`config.mk`:
```
export PLATFORM = sky130hd
export DESIGN_NAME = arx_mix_unit
export DESIGN_NICKNAME = d
export VERILOG_FILES = /design/src/rtl/arx_pkg.sv /design/src/rtl/arx_half_adder.sv /design/src/rtl/arx_rot_pipe.sv /design/src/rtl/arx_ctrl.sv /design/src/rtl/arx_mix_unit.sv
export SDC_FILE = /design/constraint.sdc
export NUM_CORES = 1
export LEC_CHECK = 0
export BUFFER_PORTS_ARGS = -buffer_cell sky130_fd_sc_hd__buf_4
export CAP_MARGIN = 20
export CORE_ASPECT_RATIO = 2
export CORE_MARGIN = 1
export CORE_UTILIZATION = 35
export CTS_CLUSTER_SIZE = 20
export DETAILED_ROUTE_END_ITERATION = 7
export GPL_TIMING_DRIVEN = 0
export SYNTH_ARGS = -nofsm -noshare
export SYNTH_HDL_FRONTEND = slang
export SYNTH_SLANG_ARGS = --single-unit
```
`constraint.sdc`:
```
create_clock -name clk -period 3.82 [get_ports clk]
set_clock_uncertainty 0.05 [all_clocks]
set_input_delay 0.764 -clock clk [delete_from_list [all_inputs] [get_ports clk]]
set_output_delay 0.764 -clock clk [all_outputs]
set_load 0.02 [all_outputs]
```
`src/rtl/arx_pkg.sv`:
```
package arx_pkg;
  typedef enum logic [2:0] {
    ST_IDLE   = 3'd0,
    ST_RD_LO  = 3'd1,
    ST_RD_HI  = 3'd2,
    ST_ADD_HI = 3'd3,
    ST_FIN    = 3'd4
  } arx_state_t;

  typedef enum logic {
    OP_MIX = 1'b0,
    OP_KEY = 1'b1
  } arx_op_t;
endpackage

```
`src/rtl/arx_half_adder.sv`:
```
module arx_half_adder #(
  parameter int W = 32
) (
  input  logic [W-1:0] op_a,
  input  logic [W-1:0] op_b,
  input  logic         cin,
  output logic [W-1:0] sum,
  output logic         cout
);
  logic [W:0] wide;

  always_comb begin
    wide = {1'b0, op_a} + {1'b0, op_b} + {{W{1'b0}}, cin};
    sum  = wide[W-1:0];
    cout = wide[W];
  end
endmodule

```
`src/rtl/arx_rot_pipe.sv`:
```
module arx_rot_pipe #(
  parameter int W     = 64,
  parameter int ROT_W = $clog2(W)
) (
  input  logic             clk,
  input  logic             rst,
  input  logic             en,
  input  logic [W-1:0]     din,
  input  logic [ROT_W-1:0] amt,
  output logic [W-1:0]     dout
);
  logic [W-1:0] stg [0:ROT_W];

  assign stg[0] = din;

  // One stage per count bit: stage i rotates left by 2**i when selected.
  generate
    for (genvar i = 0; i < ROT_W; i++) begin : g_stage
      localparam int SH = 1 << i;
      assign stg[i+1] = amt[i] ? {stg[i][W-1-SH:0], stg[i][W-1:W-SH]} : stg[i];
    end
  endgenerate

  always_ff @(posedge clk) begin
    if (rst) begin
      dout <= '0;
    end else if (en) begin
      dout <= stg[ROT_W];
    end
  end
endmodule

```
`src/rtl/arx_ctrl.sv`:
```
module arx_ctrl
  import arx_pkg::*;
#(
  parameter int ADDR_W = 4,
  parameter int ROT_W  = 6
) (
  input  logic              clk,
  input  logic              rst,
  input  logic              req_valid,
  input  logic              req_op,
  input  logic [ROT_W-1:0]  req_rot,
  input  logic [ADDR_W-1:0] req_addr_a,
  input  logic [ADDR_W-1:0] req_addr_b,
  output arx_state_t        state,
  output arx_op_t           op_q,
  output logic [ROT_W-1:0]  rot_q,
  output logic [ADDR_W:0]   rd_addr_x,
  output logic [ADDR_W:0]   rd_addr_y,
  output logic              busy
);
  logic [ADDR_W-1:0] idx_a_q;
  logic [ADDR_W-1:0] idx_b_q;
  arx_state_t        nxt;
  logic              accept;

  assign accept = req_valid && (state == ST_IDLE);

  always_comb begin
    nxt = state;
    unique case (state)
      ST_IDLE:   if (accept) nxt = ST_RD_LO;
      ST_RD_LO:  nxt = ST_RD_HI;
      ST_RD_HI:  nxt = ST_ADD_HI;
      ST_ADD_HI: nxt = ST_FIN;
      ST_FIN:    nxt = ST_IDLE;
      default:   nxt = ST_IDLE;
    endcase
  end

  always_ff @(posedge clk) begin
    if (rst) begin
      state   <= ST_IDLE;
      op_q    <= OP_MIX;
      rot_q   <= '0;
      idx_a_q <= '0;
      idx_b_q <= '0;
    end else begin
      state <= nxt;
      if (accept) begin
        op_q    <= arx_op_t'(req_op);
        rot_q   <= req_rot;
        idx_a_q <= req_addr_a;
        idx_b_q <= req_addr_b;
      end
    end
  end

  logic half_sel;
  assign half_sel  = (state == ST_RD_HI);
  assign rd_addr_x = {idx_a_q, half_sel};
  assign rd_addr_y = {idx_b_q, half_sel};
  assign busy      = (state != ST_IDLE);
endmodule

```
`src/rtl/arx_mix_unit.sv`:
```
module arx_mix_unit
  import arx_pkg::*;
#(
  parameter int WORD_W = 64,
  parameter int ADDR_W = 4,
  localparam int HALF_W = WORD_W / 2,
  localparam int ROT_W  = $clog2(WORD_W)
) (
  input  logic              clk,
  input  logic              rst,
  input  logic              req_valid,
  input  logic              req_op,
  input  logic [ROT_W-1:0]  req_rot,
  input  logic [ADDR_W-1:0] req_addr_a,
  input  logic [ADDR_W-1:0] req_addr_b,
  output logic              busy,
  output logic [ADDR_W:0]   rd_addr_x,
  output logic [ADDR_W:0]   rd_addr_y,
  input  logic [HALF_W-1:0] rd_data_x,
  input  logic [HALF_W-1:0] rd_data_y,
  output logic [WORD_W-1:0] res_a,
  output logic [WORD_W-1:0] res_b,
  output logic              done
);
  arx_state_t        state;
  arx_op_t           op_q;
  logic [ROT_W-1:0]  rot_q;

  arx_ctrl #(.ADDR_W(ADDR_W), .ROT_W(ROT_W)) u_ctrl (
    .clk(clk), .rst(rst),
    .req_valid(req_valid), .req_op(req_op), .req_rot(req_rot),
    .req_addr_a(req_addr_a), .req_addr_b(req_addr_b),
    .state(state), .op_q(op_q), .rot_q(rot_q),
    .rd_addr_x(rd_addr_x), .rd_addr_y(rd_addr_y), .busy(busy)
  );

  // Shared adder: low halves in ST_RD_HI, high halves plus stored carry in ST_ADD_HI.
  logic [HALF_W-1:0] add_sum;
  logic              add_cout;
  logic              add_cin;
  logic              carry_q;
  logic [HALF_W-1:0] sum_lo_q;
  logic [HALF_W-1:0] sum_hi_q;
  logic [HALF_W-1:0] b_lo_q;

  assign add_cin = (state == ST_ADD_HI) ? carry_q : 1'b0;

  arx_half_adder #(.W(HALF_W)) u_add (
    .op_a(rd_data_x), .op_b(rd_data_y), .cin(add_cin),
    .sum(add_sum), .cout(add_cout)
  );

  always_ff @(posedge clk) begin
    if (rst) begin
      carry_q  <= 1'b0;
      sum_lo_q <= '0;
      sum_hi_q <= '0;
      b_lo_q   <= '0;
    end else begin
      if (state == ST_RD_HI) begin
        sum_lo_q <= add_sum;
        carry_q  <= add_cout;
        b_lo_q   <= rd_data_y;
      end
      if (state == ST_ADD_HI) begin
        sum_hi_q <= add_sum;
      end
    end
  end

  // Rotator: key add forces a zero count so the word passes unchanged.
  logic [WORD_W-1:0] rot_out;
  logic [ROT_W-1:0]  rot_amt;
  assign rot_amt = (op_q == OP_KEY) ? '0 : rot_q;

  arx_rot_pipe #(.W(WORD_W), .ROT_W(ROT_W)) u_rot (
    .clk(clk), .rst(rst), .en(state == ST_ADD_HI),
    .din({rd_data_y, b_lo_q}), .amt(rot_amt), .dout(rot_out)
  );

  logic [WORD_W-1:0] sum_full;
  assign sum_full = {sum_hi_q, sum_lo_q};

  always_ff @(posedge clk) begin
    if (rst) begin
      res_a <= '0;
      res_b <= '0;
      done  <= 1'b0;
    end else begin
      done <= 1'b0;
      if (state == ST_FIN) begin
        res_a <= sum_full;
        res_b <= (op_q == OP_MIX) ? (rot_out ^ sum_full) : rot_out;
        done  <= 1'b1;
      end
    end
  end
endmodule

```
# Word-level counts from Yosys, hierarchy flattened
# Cells that the tools add are included.
[word_totals] register_bits=308
[op_classes] n_addsub=2 eq_ne=5 mux=12 bitwise_logic=1 n_reduce_logical=3
[op_table] op="$mux W64" count=7
[op_table] op="$xor A64 B64 Y64" count=1
[op_table] op="$add A32 B32 Y33" count=1
[op_table] op="$add A33 B1 Y33" count=1
[op_table] op="$pmux W3 S4" count=1
[op_table] op="$eq A3 B2 Y1 const B" count=2
[op_table] op="$mux W6" count=1
[op_table] op="$eq A3 B1 Y1 const B" count=1
[op_table] op="$eq A3 B3 Y1 const B" count=1
[op_table] op="$logic_not A3 Y1" count=1
[op_table] op="$mux W3" count=1
[op_table] op="$reduce_bool A3 Y1" count=1
[op_table] op="$mux W1" count=2
[op_table] op="$ne A2 B1 Y1 const B" count=1
[op_table] op="$logic_and A1 B1 Y1" count=1

# Longest topological paths before layout
[depth] depth_word=7 mapped_depth=13

# Modules after synthesis
# A second synthesis with hierarchy kept.
[unflattened] hier_cells=1831 area_unflattened_um2=17548.1
[by_module_without_submodules] mod="arx_mix_unit" instances=1 cells_per_inst=1059 area_each_um2=8672.1 seq_area_each_um2=4524.3
[by_module_without_submodules] mod="arx_rot_pipe" instances=1 cells_per_inst=450 area_each_um2=6318.6 seq_area_each_um2=1281.2
[by_module_without_submodules] mod="arx_half_adder" instances=1 cells_per_inst=244 area_each_um2=1750.4 seq_area_each_um2=0.0
[by_module_without_submodules] mod="arx_ctrl" instances=1 cells_per_inst=78 area_each_um2=807.0 seq_area_each_um2=360.3

# Least setup slack after synthesis
# Ideal clock, no wire load.
[synth_timing] kind="reg2reg" from="register u_ctrl.state[1]" to="register sum_lo_q[24]" setup_ps=122 arrival_ps=3506 required_ps=3648 setup_slack_ps=142 path_stages_with_launch=14 n_path_buf=1 cell_sequence="dfxtp_1 nand2_1 nor2_1 clkbuf_1 nand2_1 fa_1 fa_1 nor2b_1 o31ai_2 a2111o_1 a211oi_2 o21a_2 nor4b_1 a311o_1"
[synth_via] elab_chain_cells=3 word_cells_on_any_way=4 classes_between="add/sub (1); eq/ne (2); mux (1)"
[synth_rtl] item="start: declaration" line_no="arx_ctrl.sv:14" text="output arx_state_t state,"
[synth_rtl] item="start signal: assignment" line_no="arx_ctrl.sv:48" text="state <= nxt;"
[synth_rtl] item="$eq A3 B2 Y1" line_no="arx_mix_unit.sv:46" text="assign add_cin = (state == ST_ADD_HI) ? carry_q : 1'b0;"
[synth_rtl] item="$mux W1" line_no="arx_mix_unit.sv:46"
[synth_rtl] item="$add A33 B1 Y33" line_no="arx_half_adder.sv:13" text="wide = {1'b0, op_a} + {1'b0, op_b} + {{W{1'b0}}, cin};"
[synth_rtl] item="end signal: assignment" line_no="arx_mix_unit.sv:61" text="sum_lo_q <= add_sum;"
[synth_rtl] item="end: declaration" line_no="arx_mix_unit.sv:42" text="logic [HALF_W-1:0] sum_lo_q;"
# Several ways; a longest one is shown, not always the timed one.
# A chain may end at the register's enable or synchronous reset.

# Worst setup path in the final report
[layout_timing] from="register u_ctrl.rot_q[2]" to="register u_rot.dout[62]"
[layout_via] elab_chain_cells=5
[layout_rtl] item="start: declaration" line_no="arx_ctrl.sv:16" text="output logic [ROT_W-1:0] rot_q,"
[layout_rtl] item="start signal: assignment" line_no="arx_ctrl.sv:51" text="rot_q <= req_rot;"
[layout_rtl] item="$mux W6" line_no="arx_mix_unit.sv:74" text="assign rot_amt = (op_q == OP_KEY) ? '0 : rot_q;"
[layout_rtl] item="$mux W64 (4 in series)" line_no="arx_rot_pipe.sv:20" text="assign stg[i+1] = amt[i] ? {stg[i][W-1-SH:0], stg[i][W-1:W-SH]} : stg[i];"
[layout_rtl] item="end signal: assignment" line_no="arx_rot_pipe.sv:28" text="dout <= stg[ROT_W];"
[layout_rtl] item="end: declaration" line_no="arx_rot_pipe.sv:10" text="output logic [W-1:0] dout"
# No other way between the ends.

==> results.cfg <==
[status]
status = complete, but fails checks
violations = negative setup slack

[worst_setup_path]
cpMaxStageDelayCell = clkbuf_1
crit_path_cell_trace = or2_2 > clkbuf_1 > clkbuf_1 > o211ai_1 > mux2i_1 > mux2i_1 > o22ai_1 > a21o_1
path_max_fanout = 10
critPathKind = register to register
max_stage_delay_ns = 0.77
endpoint_kind = register
start_kind = register
cp_data_arrival_time_ns = 4.36
rrSetupSlack_ns = -0.03
cp.required_ns = 4.33

[sta]
fin_crit_ns = 3.846
max_freq_mhz = 260.0
slew_viol_final = 0
rsz0062_at_grt = false
worstMarginPinSlew_ns = 1.364
hold_viol_final = 0
slew_headroom_pct = 6.461
setup_violations = 1
fin_ws_ns = -0.02607
period_share_pct = 100.7

[min_path]
hold_class = input port to register

[pwr]
power_leakage_nw = 8.500
powerDensity_nw_per_um2 = 435.9
ir_worst_vdd_mv = 0.4550

[final_layout]
final_net_count = 2590
syn_to_final_growth_pct = 20.38
n_antenna_cell = 0
final_area_um2 = 22070
fin_cells = 3157
drive_above_1_share_pct = 16.26

[route]
dr.first_iter.drc_count = 1631
wire_per_inst_um = 34.63
vias_per_cell = 6.143
routed_wl_mm = 109.3
vias = 19395
dr.pass1.iters = 8
route.detailed.drc = 0
ant_nets = 0

[synthesis]
synth_top_area_share_pct = 33.63
synth.avg_cell_area_um2 = 8.271
syn_nets = 2332
async_reset_ff_share_pct = 0
synth_cell_types = 84
synth-edff-count = 0
synthSimpleGateAreaFrac_pct = 17.45
synthAdderAreaFrac_pct = 2.334
ys_seq_area_share_pct = 33.63
yosys.area.top_type = dfxtp_1
synth_xor_area_share_pct = 3.869
synth_cells = 2217
synth.top_cells.by_area = dfxtp_1 (34%), mux2i_1 (8.4%), nand2_1 (7.1%)
yosysMostFrequentCell = nand2_1
synthMuxAreaShare_pct = 11.18
synth-compound-area-share_pct = 26.28
synth_area_um2 = 18340
synth_warnings = 0
synth_top_family_by_area = compound AO/OA/AOI/OAI gates
synth.top_cells.by_count = nand2_1 (348), dfxtp_1 (308), a21oi_1 (177)
synth-main-ff-cell = dfxtp_1
ys_ff_latch = 308

[floorplanning]
rows = 118
fp.dieW_um = 163.8
die_area_um2 = 53360
die_h_um = 325.7
core_um2 = 51820
initial_core_util_pct = 35.38
pin_count = 222

[clock_tree]
cts_tree = built
clockBufferDepth = 3
ctsHoldBuffers = 0
cts-root-buf = clkbuf_16
clock-sinks = 308
clk_latency_ns = 0.61
htreeDepth = 1
clkTransAtPathRegs_ns = 0.07
cts_made_buffers = 30

[global_routing]
grt_max_degree = 20
antenna_found_initial = 1
grt_pass1_wl_mm = 148.8
grt_pass1_vias = 19129
grtUsageTotal_pct = 40.57
grt_overflow_total = 0

[job]
max_cap_violations = 0

[placed_design]
post_dp_cell_area_um2 = 20840
io_buffer_count = 221
hpwlAfterDp_mm = 89.45
gp_congestion = 1.045
pre_cts_ws_ns = -0.8603
place_inst = 3099
==> cell type report <==
class / instances / area (um2)
tap: 660 / 825.8
multi-input combinational: 1690 / 11280
timing repair buffer: 227 / 1727
clock buffer: 40 / 869.6
fill: 5310 / 29750
clock inverter: 14 / 219.0
buffer: 190 / 873.3
sequential: 308 / 6168
inverter: 28 / 108.9
==> through the flow <==
step | hold WS (ns) | power [mW] | util, % | setup TNS [ns]
floorplan | 0.3807 | 5.033 | - | 0
global placement | 0.3973 | 6.203 | 40.18 | -15.92
detailed placement | 0.4001 | 6.226 | 40.21 | -18.68
CTS | 0.3329 | 9.519 | 42.38 | 0
global route | 0.3535 | 9.851 | 42.59 | 0
finish | 0.3535 | 9.622 | 42.59 | -0.02607
==> sequential cells by signal, indices dropped and copies added (netlist names) <==
name / flops
u_ctrl.idx_b_q: 4
b_lo_q: 32
res_a: 64
u_rot.dout: 64
res_b: 64
u_ctrl.rot_q: 6
u_ctrl.state: 3
u_ctrl.op_q: 1
carry_q: 1
sum_lo_q: 32
sum_hi_q: 32
u_ctrl.idx_a_q: 4
done: 1
==> logic make-up after synthesis <==
kind of cell | count (synthesis)
buffers and inverters | 219
DFF | 308
and+or+nand+nor | 701
xor gates and xnor gates | 81
AOI/OAI and AO/OA | 685
muxes | 190
adders and majority gates | 33
==> what timing repair did <==
action | 4_1_cts | 5_1_grt
pin swaps | 2 | 3
resized for setup | 9 | 19
gates cloned | 0 | 0
endpoints found under the setup margin | 44 | 29
setup buffers | 1 | 1
==> layout by cell type, fill, tap and decap left out, types with 34 or more instances in the layout <==
master,n
mux2i_1,152
o221ai_1,35
a22oi_1,34
xnor2_1,74
a211oi_1,83
dfxtp_1,306
o22ai_1,42
clkbuf_1,132
buf_4,240
a21o_1,38
nand2_1,348
nor2_1,130
a21oi_1,177
o21ai_0,68
nor2b_1,97
==> metal layers <==
layer | global-route usage, % | vias up | routed length (um)
met5 | 0 | - | 0
met1 | 36.27 | 9334 | 33690
met3 | 6.863 | 434 | 6071
met2 | 71.38 | 991 | 54580
li1 | - | 8636 | -
met4 | 46.32 | 0 | 14990
==> power by group <==
part / internal [mW] / switching, mW / leakage (nW) / total, mW
Sequential: 3.33 / 0.178 / 2.49 / 3.51
Clock: 1.94 / 1.39 / 0.531 / 3.33
Combinational: 0.895 / 1.89 / 5.48 / 2.79
Total: 6.16 / 3.46 / 8.50 / 9.62
==> critical path, delay by kind of cell (launching register included) <==
| family | cells | cell delay (ns) |
|---|---|---|
| buf+inv | 2 | 1.28 |
| compound gates | 3 | 1.24 |
| mux | 2 | 0.62 |
| flops | 1 | 0.45 |
| simple gates | 1 | 0.15 |
==> worst paths after layout <==
kind / to / cells after the start / from
setup reg to reg: u_rot.dout[62] / 8 / u_ctrl.rot_q[2]
setup / recovery: u_rot.dout[62] / 8 / u_ctrl.rot_q[2]
hold / removal: u_ctrl.op_q / 3 / req_op
hold reg to reg: u_rot.dout[49] / 2 / u_rot.dout[49]
(Power assumes the default switching activity.)
